File: config.mk
export PLATFORM = sky130hd
export DESIGN_NAME = rt_reply_seq
export DESIGN_NICKNAME = d
export VERILOG_FILES = /design/src/rtl/rt_seq_pkg.sv /design/src/rtl/rt_cmd_decode.sv /design/src/rtl/rt_phase_timer.sv /design/src/rtl/rt_reply_seq.sv
export SDC_FILE = /design/constraint.sdc
export NUM_CORES = 1
export LEC_CHECK = 0
export BUFFER_PORTS_ARGS = -buffer_cell sky130_fd_sc_hd__buf_2
export CORE_ASPECT_RATIO = 0.9
export CORE_MARGIN = 4
export CORE_UTILIZATION = 58
export CTS_BUF_LIST = sky130_fd_sc_hd__clkbuf_2 sky130_fd_sc_hd__clkbuf_4 sky130_fd_sc_hd__clkbuf_8
export DETAILED_ROUTE_END_ITERATION = 16
export GPL_ROUTABILITY_DRIVEN = 0
export PLACE_DENSITY = 0.95
export SYNTH_ARGS = -nofsm -noshare
export SYNTH_HDL_FRONTEND = slang
export SYNTH_SLANG_ARGS = --single-unit
File: constraint.sdc
create_clock -name clk -period 4.6 [get_ports clk]
set_clock_uncertainty 0.15 [all_clocks]
set_input_delay 1.15 -clock clk [delete_from_list [all_inputs] [get_ports clk]]
set_output_delay 1.15 -clock clk [all_outputs]
set_load 0.01 [all_outputs]
File: src/rtl/rt_seq_pkg.sv
package rt_seq_pkg;

   localparam int WORD_W = 16;
   localparam int NW_W   = 6;

   typedef enum logic [1:0] {
      ST_IDLE,
      ST_WAIT,
      ST_STAT,
      ST_DATA
   } seq_state_t;

   typedef enum logic [1:0] {
      ERR_NONE     = 2'd0,
      ERR_UNDERRUN = 2'd1,
      ERR_BCAST_TX = 2'd2,
      ERR_TX_OFF   = 2'd3
   } err_kind_t;

   typedef struct packed {
      logic            bcast;
      logic            xmit;
      logic            mode;
      logic            silent_bc;
      logic [NW_W-1:0] nwords;
   } cmd_info_t;

endpackage

File: src/rtl/rt_cmd_decode.sv
module rt_cmd_decode
   import rt_seq_pkg::*;
#(
   parameter int BCAST_ADDR   = 31,
   parameter bit SA31_IS_MODE = 1'b1
) (
   input  logic [WORD_W-1:0] cw,
   output cmd_info_t         info
);

   logic [4:0] addr;
   logic [4:0] sub;
   logic [4:0] cnt;
   logic       is_mode;

   assign addr = cw[15:11];
   assign sub  = cw[9:5];
   assign cnt  = cw[4:0];

   generate
      if (SA31_IS_MODE) begin : g_two_mode_sa
         assign is_mode = (sub == 5'd0) || (sub == 5'd31);
      end else begin : g_one_mode_sa
         assign is_mode = (sub == 5'd0);
      end
   endgenerate

   always_comb begin
      info.bcast     = (addr == 5'(BCAST_ADDR));
      info.xmit      = cw[10];
      info.mode      = is_mode;
      info.silent_bc = is_mode && !cnt[4];
      if (is_mode)
         info.nwords = (cw[10] && cnt[4]) ? NW_W'(1) : '0;
      else if (cw[10])
         info.nwords = (cnt == 5'd0) ? NW_W'(32) : NW_W'(cnt);
      else
         info.nwords = '0;
   end

endmodule

File: src/rtl/rt_phase_timer.sv
module rt_phase_timer #(
   parameter int RESP_CYC = 400,
   parameter int LOAD_CYC = 140,
   parameter int MID_CYC  = 75,
   parameter int WORD_CYC = 1000
) (
   input  logic clk,
   input  logic rst_n,
   input  logic restart,
   output logic at_resp,
   output logic at_load,
   output logic at_mid,
   output logic at_end
);

   localparam int MAXC = (RESP_CYC > WORD_CYC) ? RESP_CYC : WORD_CYC;
   localparam int TW   = $clog2(MAXC + 1);

   logic [TW-1:0] tick;

   always_ff @(posedge clk or negedge rst_n) begin
      if (!rst_n)
         tick <= '0;
      else if (restart)
         tick <= '0;
      else if (tick != TW'(MAXC))
         tick <= tick + 1'b1;
   end

   assign at_resp = (tick == TW'(RESP_CYC - 1));
   assign at_load = (tick == TW'(LOAD_CYC - 1));
   assign at_mid  = (tick == TW'(MID_CYC - 1));
   assign at_end  = (tick == TW'(WORD_CYC - 1));

endmodule

File: src/rtl/rt_reply_seq.sv
module rt_reply_seq
   import rt_seq_pkg::*;
#(
   parameter int CLK_MHZ      = 50,
   parameter int RESP_NS      = 8000,
   parameter int WORD_NS      = 20000,
   parameter int MIDSYNC_NS   = 1500,
   parameter int LATE_NS      = 1300,
   parameter int GAP_NS       = 4000,
   parameter int BCAST_ADDR   = 31,
   parameter bit SA31_IS_MODE = 1'b1,
   parameter int TXEN_BIT     = 0,
   parameter int SUPP_BIT     = 13
) (
   input  logic        clk,
   input  logic        rst_n,
   input  logic        cmd_go,
   input  logic [15:0] cmd_word,
   input  logic [15:0] stat_word,
   input  logic [15:0] ctrl_word,
   input  logic        fifo_empty,
   input  logic [15:0] fifo_data,
   output logic        fifo_rd,
   output logic        tx_sync,
   output logic        tx_stat_sync,
   output logic        tx_load,
   output logic [15:0] tx_word,
   output logic        busy,
   output logic        msg_ok,
   output logic        msg_err,
   output logic [1:0]  err_code
);

   localparam int RESP_CYC = RESP_NS * CLK_MHZ / 1000;
   localparam int WORD_CYC = WORD_NS * CLK_MHZ / 1000;
   localparam int MID_CYC  = MIDSYNC_NS * CLK_MHZ / 1000;
   localparam int LOAD_CYC = (MIDSYNC_NS + LATE_NS) * CLK_MHZ / 1000;
   localparam int GAP_CYC  = GAP_NS * CLK_MHZ / 1000;
   localparam int GW       = $clog2(GAP_CYC + 1);

   generate
      if (RESP_NS < 7000 || RESP_NS > 9000) begin : g_bad_resp
         $error("response delay must lie in 7..9 us");
      end
      if (MID_CYC < 1 || LOAD_CYC >= WORD_CYC) begin : g_bad_slot
         $error("slot offsets must fit inside one word slot");
      end
      if (TXEN_BIT > 15 || SUPP_BIT > 15 || TXEN_BIT == SUPP_BIT) begin : g_bad_bits
         $error("control bit positions invalid");
      end
   endgenerate

   seq_state_t      state;
   cmd_info_t       dec_now;
   cmd_info_t       dec_q;
   logic [NW_W-1:0] left;
   logic [GW-1:0]   since;
   err_kind_t       err_q;
   logic            accept;
   logic            slot_start;
   logic            at_resp, at_load, at_mid, at_end;
   logic            txen, supp;

   rt_cmd_decode #(
      .BCAST_ADDR  (BCAST_ADDR),
      .SA31_IS_MODE(SA31_IS_MODE)
   ) u_dec (
      .cw  (cmd_word),
      .info(dec_now)
   );

   assign txen   = ctrl_word[TXEN_BIT];
   assign supp   = ctrl_word[SUPP_BIT];
   assign accept = cmd_go && ((state == ST_IDLE) || (since == GW'(GAP_CYC)));

   always_comb begin
      slot_start = 1'b0;
      unique case (state)
         ST_WAIT: slot_start = at_resp && !dec_q.bcast && txen;
         ST_STAT: slot_start = at_end && !supp && (left != '0);
         ST_DATA: slot_start = at_end && (left != '0);
         default: slot_start = 1'b0;
      endcase
   end

   rt_phase_timer #(
      .RESP_CYC(RESP_CYC),
      .LOAD_CYC(LOAD_CYC),
      .MID_CYC (MID_CYC),
      .WORD_CYC(WORD_CYC)
   ) u_tmr (
      .clk    (clk),
      .rst_n  (rst_n),
      .restart(accept || slot_start),
      .at_resp(at_resp),
      .at_load(at_load),
      .at_mid (at_mid),
      .at_end (at_end)
   );

   always_ff @(posedge clk or negedge rst_n) begin
      if (!rst_n)
         since <= '0;
      else if (accept)
         since <= '0;
      else if (since != GW'(GAP_CYC))
         since <= since + 1'b1;
   end

   always_ff @(posedge clk or negedge rst_n) begin
      if (!rst_n) begin
         state        <= ST_IDLE;
         dec_q        <= '0;
         left         <= '0;
         err_q        <= ERR_NONE;
         msg_ok       <= 1'b0;
         msg_err      <= 1'b0;
         tx_sync      <= 1'b0;
         tx_stat_sync <= 1'b0;
         tx_load      <= 1'b0;
         tx_word      <= '0;
         fifo_rd      <= 1'b0;
      end else begin
         tx_sync      <= 1'b0;
         tx_stat_sync <= 1'b0;
         tx_load      <= 1'b0;
         fifo_rd      <= 1'b0;
         if (accept) begin
            state   <= ST_WAIT;
            dec_q   <= dec_now;
            err_q   <= ERR_NONE;
            msg_ok  <= 1'b0;
            msg_err <= 1'b0;
         end else begin
            unique case (state)
               ST_WAIT: if (at_resp) begin
                  if (dec_q.bcast) begin
                     state <= ST_IDLE;
                     if (dec_q.xmit) begin
                        msg_err <= 1'b1;
                        err_q   <= ERR_BCAST_TX;
                     end else if (!dec_q.silent_bc || !dec_q.mode) begin
                        msg_ok <= 1'b1;
                     end
                  end else if (!txen) begin
                     state   <= ST_IDLE;
                     msg_err <= 1'b1;
                     err_q   <= ERR_TX_OFF;
                  end else begin
                     state        <= ST_STAT;
                     tx_sync      <= 1'b1;
                     tx_stat_sync <= 1'b1;
                     left         <= dec_q.nwords;
                  end
               end
               ST_STAT: begin
                  if (at_load) begin
                     tx_load <= 1'b1;
                     tx_word <= stat_word;
                  end
                  if (at_end) begin
                     if (supp) begin
                        state <= ST_IDLE;
                     end else if (left == '0) begin
                        state  <= ST_IDLE;
                        msg_ok <= 1'b1;
                     end else begin
                        state   <= ST_DATA;
                        tx_sync <= 1'b1;
                     end
                  end
               end
               ST_DATA: begin
                  if (at_mid) begin
                     if (fifo_empty) begin
                        state   <= ST_IDLE;
                        msg_err <= 1'b1;
                        err_q   <= ERR_UNDERRUN;
                     end else begin
                        tx_load <= 1'b1;
                        fifo_rd <= 1'b1;
                        tx_word <= fifo_data;
                        left    <= left - 1'b1;
                     end
                  end
                  if (at_end) begin
                     if (left == '0) begin
                        state  <= ST_IDLE;
                        msg_ok <= 1'b1;
                     end else begin
                        tx_sync <= 1'b1;
                     end
                  end
               end
               default: state <= ST_IDLE;
            endcase
         end
      end
   end

   assign busy     = (state != ST_IDLE);
   assign err_code = err_q;

endmodule

==> Yosys cells after proc, flatten, opt, wreduce, memory -nomap -nowiden <==
Index checks and enable logic that the tools add are counted.
{ "word_totals": {"ff_bits": 60, "in_bits": 68, "output_inout_bits": 25} }
{ "classes": {"add_sub_neg": 3, "n_eq_ne": 29, "mux": 75, "bitwise": 1, "n_reduce_logical": 34} }
{ "ops": {"columns": ["cell", "n"], "rows": [
  ["16-bit two-way mux", 3],
  ["6-bit two-way mux", 8],
  ["2-bit two-way mux", 18],
  ["1-bit two-way mux", 33],
  ["16-bit case mux with 2 select lines", 1],
  ["3-bit inequality test, second input constant", 9],
  ["10-bit two-way mux", 2],
  ["8-bit two-way mux", 2],
  ["2-bit inequality test, second input constant", 6],
  ["6-bit case mux with 2 select lines", 1],
  ["10-bit by 1-bit adder with 10-bit output, second input constant", 1],
  ["10-bit equality test, second input constant", 1],
  ["10-bit by 7-bit equality test with 1-bit output, second input constant", 1],
  ["10-bit by 8-bit equality test with 1-bit output, second input constant", 1],
  ["10-bit by 9-bit equality test with 1-bit output, second input constant", 1],
  ["5-bit equality test, second input constant", 2],
  ["5-bit zero test", 2],
  ["10-bit inequality test, second input constant", 1],
  ["2-bit nonzero test", 5],
  ["1-bit case mux with 3 select lines", 3],
  ["8-bit by 1-bit adder with 8-bit output, second input constant", 1],
  ["8-bit equality test, second input constant", 1],
  ["1-bit logical AND", 8],
  ["4-bit inequality test, second input constant", 2],
  ["other kinds (20)", 29]
]} }

==> Depth between registers and ports, before layout <==
{ "logic_depth": {"word_depth": 8, "depth_mapped": 8} }

==> Cells and area by module <==
From an unflattened synthesis, not the netlist that was laid out.
{ "hier_totals": {"cells_unflattened": 345, "hier_area_um2": 3475.8} }
{ "modules_own_cells": {"columns": ["module", "n_inst", "cells_each", "area_each_um2"], "rows": [
  ["rt_reply_seq", 1, 258, 2711.4],
  ["rt_phase_timer", 1, 64, 619.3],
  ["rt_cmd_decode", 1, 23, 145.1]
]} }

==> Least setup slack after synthesis <==
Ideal clock, no wire load.
{ "synth_timing": {"kind": "input-to-reg", "start": "input port fifo_empty", "end": "register tx_word[10]", "setup_ns": 0.124, "arrival_ns": 2.265, "required_time_ns": 4.326, "path_slack_ns": 2.061, "cell_stages": 5, "path_cell_list": "nor4b_2 nand3_2 a221oi_4 buf_4 a21oi_1"} }
{ "synth_via": {"elab_chain_len": 2} }
{ "synth_rtl": {"columns": ["element", "line_no", "text"], "rows": [
  ["start, declared", "rt_reply_seq.sv:21", "input logic fifo_empty,"],
  ["2-bit inequality test (no source line)", null, null],
  ["5-bit AND reduction (no source line)", null, null],
  ["end signal, assigned", "rt_reply_seq.sv:159", "tx_word <= stat_word;"],
  ["end signal, assigned", "rt_reply_seq.sv:182", "tx_word <= fifo_data;"],
  ["end, declared", "rt_reply_seq.sv:27", "output logic [15:0] tx_word,"]
]} }
No other way between the ends.
A chain may end at the register's enable or synchronous reset.

==> Worst setup path in the final report <==
{ "layout_timing": {"start": "input port fifo_empty", "end": "register tx_word[1]"} }
The elaborated chain is that of the path after synthesis.

==> impl_metrics.env <==
export IMPL_fillers=380
export IMPL_yosysTopAreaCell="dfrtp_1"
export IMPL_startpoint="fifo_empty"
export IMPL_cp_depth=7
export IMPL_drt_iter0_drc=227
export IMPL_timing_fmax_mhz=371
export IMPL_r2r_start="u_tmr.tick[0]"
export IMPL_synth_cell_type_count=62
export IMPL_cts_hold_buf=0
export IMPL_layout_drive_gt1_share=0.283
export IMPL_cts_tree="yes"
export IMPL_synthDominantCellAreaShare=0.456
export IMPL_area_delta_synth_final_pct=18.9
export IMPL_htree_levels=3
export IMPL_fin_crit_ps=2690
export IMPL_drc=0
export IMPL_critPathLaunchType="primary input"
export IMPL_netlist_top_cells_area="dfrtp_1 (46%), mux2i_1 (5.5%), nor2_1 (5.0%)"
export IMPL_whs_path_depth=2
export IMPL_final_cell_mix="buf_2 (78), dfrtp_1 (60), nor2_1 (44)"
export IMPL_wl_per_cell_um=15.4
export IMPL_postSynthAreaPerCell_um2=9.79
export IMPL_comb_power_share=0.356
export IMPL_peakVddDrop_mv=0.298
export IMPL_status="finished clean"
export IMPL_antenna_found_initial=0
export IMPL_cts_sinks=60
export IMPL_core_um2=5380
export IMPL_ctsResizeCount=0
export IMPL_synthArstFlopShare=1.00
export IMPL_hp_class="reg -> reg"
export IMPL_cp_cell_sequence="buf_2 > nor4b_2 > nand3_2 > a221oi_4 > buf_4 > nor2_1 > a21oi_1"
export IMPL_drt_first_pass_iters=5
export IMPL_syn_inst=336
export IMPL_port_buffers=78
export IMPL_post_route_period_util=0.585
export IMPL_rrSetupSlack_ps=2100
export IMPL_slew_viol_final=0
export IMPL_rsz0062_at_grt="false"
export IMPL_p_sw_uw=724
export IMPL_ant_nets=0
export IMPL_wirelength_um=7530
export IMPL_yosysWarningCount=0
export IMPL_track_usage=0.236
export IMPL_p_leak_uw=0.00178
export IMPL_pin_count=93
export IMPL_rows=25
export IMPL_start_util=0.612
export IMPL_timing_final_hold_violations=0
export IMPL_relSlewSlack=0.580
export IMPL_fin_nets=495
export IMPL_dieArea_um2=6940
export IMPL_syn_area_um2=3290
export IMPL_timing_hold_ws_ps=321
export IMPL_critPathRequiredTime_ps=4710
export IMPL_rr_worst_depth=8
export IMPL_report_final_setup_viol=0
export IMPL_cts_root_buf="clkbuf_8"
export IMPL_crit_arrival_ps=2800
export IMPL_max_stage_delay_ps=360
export IMPL_worst_pin_slew_ps=626
export IMPL_synthesis_nets=415
export IMPL_crit_path_end_kind="flop"
export IMPL_post_cts_setup_buffers=0
export IMPL_clk_pin_slew_ps=70
export IMPL_cp_max_fo=32
export IMPL_clkPwrFrac=0.239
export IMPL_final_common_cell="buf_2"
export IMPL_die_w_um=87.4
export IMPL_synth_ff_type="dfrtp_1"
export IMPL_critPathBufInv=2
export IMPL_cts_buffers=9
export IMPL_ys_seq_area_frac=0.456
export IMPL_drt_vias_per_instance=5.88
export IMPL_n_antenna_cell=0
export IMPL_die_h_um=79.5
export IMPL_clock_path_buffers=2
export IMPL_synth_edff_count=0
export IMPL_power_density_nw_per_um2=494
export IMPL_dp_hpwl_um=5480
export IMPL_grt_overflow=0
export IMPL_grt_pass1_wl_um=12700
export IMPL_finalSetupTns_ps=0
export IMPL_maxCapViolations=0
export IMPL_hp_start="dec_q[8]"
export IMPL_grt_max_degree=36
export IMPL_ys_ff_latch=60
export IMPL_critical_path_class="in -> reg"
export IMPL_vias=2870
export IMPL_first_global_vias=2760
export IMPL_p_seq_frac=0.405
export IMPL_intPower_uw=1210
export IMPL_swShare=0.375
export IMPL_path_delay_family="simple AND/OR/NAND/NOR gates"
export IMPL_insertion_delay_ps=350
export IMPL_critPathSlowestCell="buf_4"
==> tightest hold or removal path: stages, from the launching register on <==
cell and delay, ps:
dfrtp_1 340, nand2_1 50, nand2_1 60
==> area by class of cell <==
| class | count | area, um^2 | area share |
|---|---|---|---|
| Timing Repair Buffer | 83 | 428 | 0.109 |
| Tap cell | 67 | 83.8 | 0.0214 |
| Clock buffer | 9 | 124 | 0.0316 |
| Inverter | 12 | 45.0 | 0.0115 |
| Clock inverter | 7 | 67.6 | 0.0173 |
| Multi-Input combinational cell | 250 | 1660 | 0.425 |
| Sequential cell | 60 | 1500 | 0.384 |
==> flip-flops by register name, summed over array words and instances, names as in the netlist, 2 cells and up <==
signal and cells:
state 2, u_tmr.tick 10, tx_word 16, err_code 2, since 8, dec_q 10, left 6
==> power by group through the flow <==
stage | Clock [uW] | Sequential (uW) | Combinational (uW)
4_1_cts | 470 | 783 | 685
6_report | 462 | 784 | 687
2_1_floorplan | 0 | 813 | 416
3_5_place_dp | 0 | 790 | 686
5_1_grt | 502 | 806 | 763
3_3_place_gp | 0 | 782 | 651
==> routing by layer <==
| layer | GRT usage | wire length, um | vias up | part of all wire |
|---|---|---|---|---|
| met1 | 0.285 | 2970 | 1353 | 0.39 |
| met2 | 0.388 | 3840 | 135 | 0.51 |
| li1 | - | - | 1357 | - |
| met5 | 0 | 0 | - | 0 |
| met3 | 0.0753 | 541 | 25 | 0.072 |
| met4 | 0.0982 | 178 | 0 | 0.024 |
==> final timing paths <==
| check | to |
|---|---|
| worst max-delay path | tx_word[1] |
| worst min-delay path | dec_q[8] |
| worst max register to register | tx_word[1] |
| worst min register to register | dec_q[8] |
| max in group asynchronous | dec_q[8] |
| min in group asynchronous | tx_word[3] |
==> Yosys cell counts, types with 4 or more instances <==
master / number
buf_2: 4
inv_1: 12
nor3_1: 7
clkbuf_1: 6
and3_1: 8
o21ai_0: 13
nand3_1: 14
a21oi_2: 6
xnor2_1: 6
or3_1: 4
nand2b_1: 4
nand2_1: 30
a21oi_1: 21
nor2_1: 44
dfrtp_1: 60
ha_1: 11
mux2i_1: 18
xor2_1: 8
==> through the flow <==
| stage | instance area (um^2) | total power (uW) | util | setup slack, ps | cells |
|---|---|---|---|---|---|
| final | 3910 | 1930 | 0.727 | 1910 | 488 |
| after detailed placement | 3720 | 1480 | 0.692 | 1610 | 472 |
| after global routing | 3910 | 2070 | 0.727 | 1750 | 488 |
| after floorplan | 3290 | 1230 | - | 2060 | 336 |
| after global placement | 3720 | 1430 | 0.692 | 1760 | 472 |
| after CTS | 3910 | 1940 | 0.727 | 1960 | 488 |
==> cells by family (layout without fill, tap and decap cells) <==
| logic type | Yosys count | in the layout | share of synthesized area |
|---|---|---|---|
| AOI/OAI and AO/OA | 70 | 70 | 0.148 |
| xor gates and xnor gates | 14 | 14 | 0.0373 |
| adders and majority gates | 11 | 11 | 0.0418 |
| buffers and inverters | 26 | 111 | 0.0380 |
| DFF | 60 | 60 | 0.456 |
| muxes | 20 | 20 | 0.0616 |
| and+or+nand+nor | 135 | 135 | 0.217 |
Power figures use the tool's default switching activity.
